**src/rtl/gpio_port_bank.sv**
```systemverilog
module gpio_port_bank #(
  parameter int NPINS     = 32,
  parameter int AW        = 5,
  parameter int BLINK_DIV = 4096
) (
  input  logic             clk,
  input  logic             rst_n,
  input  logic             wr_en,
  input  logic             rd_en,
  input  logic [AW-1:0]    addr,
  input  logic [NPINS-1:0] wdata,
  output logic [NPINS-1:0] rdata,
  input  logic [NPINS-1:0] pin_in,
  output logic [NPINS-1:0] pin_out,
  output logic [NPINS-1:0] pin_oe,
  output logic [NPINS-1:0] din_vec
);
  localparam int CW = (BLINK_DIV > 1) ? $clog2(BLINK_DIV) : 1;
  localparam logic [AW-1:0] OFS_LVL = AW'(8'h00);
  localparam logic [AW-1:0] OFS_DIR = AW'(8'h04);
  localparam logic [AW-1:0] OFS_BLK = AW'(8'h08);
  localparam logic [AW-1:0] OFS_POL = AW'(8'h0C);
  localparam logic [AW-1:0] OFS_DIN = AW'(8'h10);

  logic [NPINS-1:0] lvl_q, dir_q, blk_q, pol_q;
  logic [NPINS-1:0] sync1_q, sync2_q;
  logic [CW-1:0]    div_q;
  logic             phase_q;

  always_ff @(posedge clk or negedge rst_n) begin
    if (!rst_n) begin
      lvl_q <= '0;
      dir_q <= '1;
      blk_q <= '0;
      pol_q <= '0;
    end else if (wr_en) begin
      case (addr)
        OFS_LVL: lvl_q <= wdata;
        OFS_DIR: dir_q <= wdata;
        OFS_BLK: blk_q <= wdata;
        OFS_POL: pol_q <= wdata;
        default: ;
      endcase
    end
  end

  always_ff @(posedge clk or negedge rst_n) begin
    if (!rst_n) begin
      sync1_q <= '0;
      sync2_q <= '0;
    end else begin
      sync1_q <= pin_in;
      sync2_q <= sync1_q;
    end
  end

  always_ff @(posedge clk or negedge rst_n) begin
    if (!rst_n) begin
      div_q   <= '0;
      phase_q <= 1'b0;
    end else if (div_q == CW'(BLINK_DIV - 1)) begin
      div_q   <= '0;
      phase_q <= ~phase_q;
    end else begin
      div_q <= div_q + 1'b1;
    end
  end

  assign din_vec = sync2_q ^ pol_q;
  assign pin_oe  = ~dir_q;
  assign pin_out = ~dir_q & ((blk_q & {NPINS{phase_q}}) | (~blk_q & lvl_q));

  always_ff @(posedge clk or negedge rst_n) begin
    if (!rst_n) rdata <= '0;
    else if (rd_en) begin
      case (addr)
        OFS_LVL: rdata <= lvl_q;
        OFS_DIR: rdata <= dir_q;
        OFS_BLK: rdata <= blk_q;
        OFS_POL: rdata <= pol_q;
        OFS_DIN: rdata <= din_vec;
        default: rdata <= '0;
      endcase
    end
  end
endmodule


```
**config.mk**
```make
export PLATFORM = sky130hd
export DESIGN_NAME = gpio_port_bank
export DESIGN_NICKNAME = d
export VERILOG_FILES = /design/src/rtl/gpio_port_bank.sv
export SDC_FILE = /design/constraint.sdc
export NUM_CORES = 1
export LEC_CHECK = 0
export ABC_AREA = 1
export BUFFER_PORTS_ARGS = -buffer_cell sky130_fd_sc_hd__buf_2
export CORE_AREA = 4 4 144 146
export DETAILED_ROUTE_END_ITERATION = 7
export DIE_AREA = 0 0 148 150
export PLACE_DENSITY = 0.77
export SYNTH_ARGS = -nofsm -noshare
export SYNTH_HDL_FRONTEND = slang
export SYNTH_SLANG_ARGS = --single-unit
```
**constraint.sdc**
```tcl
create_clock -name clk -period 1.56 [get_ports clk]
set_input_delay 0.312 -clock clk [delete_from_list [all_inputs] [get_ports clk]]
set_output_delay 0.312 -clock clk [all_outputs]
set_load 0.03 [all_outputs]
```
==> out/metrics.cfg <==
[setup_path]
crit_arrival_ps = 1560
max_stage_delay_ps = 370
critPathTopFamily = buffers and inverters
cp_max_fo = 11
cp_num_buf_inv = 3
cp_slowest_cell = dfrtp_1
cp_cell_sequence = clkinv_4 -> buf_12 -> a21oi_1 -> buf_4
required_ps = 1250
cp-start-kind = register
cp-end-kind = output port
path_class = register to output port

[power_and_ir_drop]
total_power_w = 0.0199
vdd_drop_max_mv = 1.12
p_leak_nw = 7.78
power.density_mw_per_mm2 = 1290

[cts]
cts_root_buf = clkbuf_16
insertion_delay_ps = 530
cts_max_level = 1
clk_pin_slew_ps = 60
cts_tree = done
cts.sinks = 237
cts.path.max_buffers = 3
cts_buffers = 26

[timing]
fin_skew_ps = 7.91
fin_ws_ps = -309
fin_crit_ps = 1870
fin_setup_tns_ps = -10810
finalSetupViolCount = 70
max-slew-margin-rel = 0.720
hold_slack_ps = 60.5
worst_slew_pin_slew_ps = 416
rsz0062_at_grt = yes
report.final.slew_viol_count = 0
fmax_mhz = 535
hold_violations = 0
fin_crit_sh = 1.20

[cells_and_area]
nets = 1636
final_cell_count_no_fill = 1849
drive_above_1_share = 0.348
area.growth.synth_to_final_pct = 46.4

[outcome]
violations = negative setup slack
status = complete, but fails checks

[floorplan]
rows = 51
start_util = 0.541
die_x_um = 148
die_area_mm2 = 0.0222
pin_count = 201
die_h_um = 150
design.core.area_mm2 = 0.0194

[synthesis]
yosysWarningCount = 0
yosys-top-cells-area = dfrtp_1, nand2_1, dfstp_2, nand4_1, o21ai_0
synth_seq_cells = 237
syn_avg_cell_area_um2 = 8.75
synth_nets = 1273
synth_cells = 1199
synth_cell_types = 29
synth_ff_type = dfrtp_1
synth_top_cell_by_area = dfrtp_1
synthesis.area_mm2 = 0.0105
synthArstFlopShare = 1.00
synth_top_cell_area_share = 0.489
yosysMostFrequentCell = nand2_1
yosysSeqAreaShare = 0.569
synth_edf_count = 0
netlist_top_cells_count = nand2_1, dfrtp_1, inv_1

[place]
place_congestion = 0.816
dpl.hpwl_um = 19400
numPortBuffers = 200
dp_cells = 1646
place_ws_ps = 16.3

[drt]
first_iter_violations = 945
antenna_left = 0
drt_wl_total_um = 34500
wl_per_cell_um = 18.6
num_vias = 10300
drc = 0
first_pass_iters = 6
vias_per_cell = 5.57

[global_route]
gr-usage-met1 = 0.379
grt_first_pass_wirelength_um = 54100
antenna_found_initial = 1
met2_usage = 0.521
grt_max_degree = 53
busiest_layer = met2
overflow = 0
met3_usage = 0.0503
grt_pass1_vias = 10400
track_usage = 0.305

[flow_run]
max_cap_viol_count = 0

[min_path]
holdCritPathClass = primary input to register

==> power breakdown <==
part	leakage, nW	internal (W)	switching (W)
combinational	4.44	0.00285	0.00340
clock	0.402	0.00345	0.00244
sequential	2.93	0.00701	0.000735
total	7.78	0.0133	0.00658
==> worst paths after layout <==
check	slack, ps	end	startpoint	depth (start not counted)
worst min-delay path	60	dir_q[6]	wdata[6]	3
worst max-delay path	-310	pin_out[0]	phase_q	4
min in group asynchronous	280	lvl_q[9]	rst_n	2
worst max register to register	110	rdata[1]	pol_q[1]	10
max in group asynchronous	630	dir_q[25]	rst_n	3
worst min register to register	350	sync2_q[24]	sync1_q[24]	0
==> timing repair <==
action                     4_1_cts  5_1_grt
resized for setup              296       23
hold endpoints to repair        62        0
cloned                           1        0
pin swaps                       31       30
hold buffers                    33        0
buffers inserted                99       20
setup endpoints to repair       96      101
==> cell families (layout without fill, tap and decap cells) <==
group,Yosys count,after routing,synth area share
adders and majority gates,1,1,0.00119
AOI/OAI and AO/OA,228,228,0.109
and+or+nand+nor,477,477,0.207
buffers and inverters,218,601,0.0823
other,0,2,0
xor gates and xnor gates,38,38,0.0317
DFF,237,237,0.569
==> cell usage in the layout, fill, tap and decap left out, types with 2 or more instances in the layout <==
| cell | netlist | final |
|---|---|---|
| o21ai_1 | 69 | 76 |
| buf_4 | 5 | 158 |
| clkinv_2 | 0 | 6 |
| a21oi_1 | 33 | 3 |
| inv_2 | 2 | 36 |
| o21ai_0 | 125 | 118 |
| xnor2_2 | 0 | 21 |
| nand2_1 | 290 | 290 |
| clkbuf_1 | 34 | 11 |
| buf_12 | 0 | 19 |
| inv_1 | 143 | 109 |
| buf_6 | 0 | 92 |
| nor2_1 | 48 | 48 |
| clkinv_4 | 0 | 2 |
| dfrtp_1 | 205 | 205 |
| clkbuf_8 | 0 | 2 |
| a21oi_2 | 0 | 8 |
| nor2_4 | 3 | 3 |
| nand3_1 | 19 | 18 |
| dfstp_2 | 32 | 32 |
| nand4_1 | 107 | 107 |
| buf_2 | 21 | 103 |
| nand4_4 | 1 | 4 |
| xor2_2 | 0 | 9 |
| a21oi_4 | 0 | 22 |
| dlygate4sd3_1 | 0 | 33 |
| clkbuf_16 | 0 | 27 |
| xor2_1 | 16 | 7 |
| diode_2 | 0 | 2 |
| nand3_2 | 1 | 2 |
==> final cells by class <==
class / instances / area [µm²]
timing repair buffer: 407 / 3490
clock inverter: 8 / 68.8
inverter: 146 / 553
fill: 1173 / 4040
antenna: 2 / 5.00
clock buffer: 40 / 744
sequential: 237 / 5970
multi-input combinational: 744 / 4200
tap: 265 / 332
==> layer usage <==
layer  part of all wire  vias up
met5                  0        -
met4              0.051        0
met3              0.080      138
met2               0.50      616
met1               0.37     4899
li1                   -     4651
==> flip-flops by register name (all words and copies together), names as in the netlist <==
signal / cells
dir_q: 32
sync1_q: 32
blk_q: 32
div_q: 12
rdata: 32
sync2_q: 32
pol_q: 32
lvl_q: 32
phase_q: 1
==> metrics by stage <==
step | utilization | area [µm²]
global placement | 0.628 | 12200
CTS | 0.781 | 15100
detailed placement | 0.628 | 12200
global route | 0.792 | 15400
finish | 0.792 | 15400
floorplan | - | 10500
==> worst register-to-register path: cells and delay by family (launching register included) <==
family        cells  cell delay [ps]
simple gates      5              330
xor+xnor          1              160
buf+inv           4              500
flops             1              410
Power figures use the tool's default switching activity.
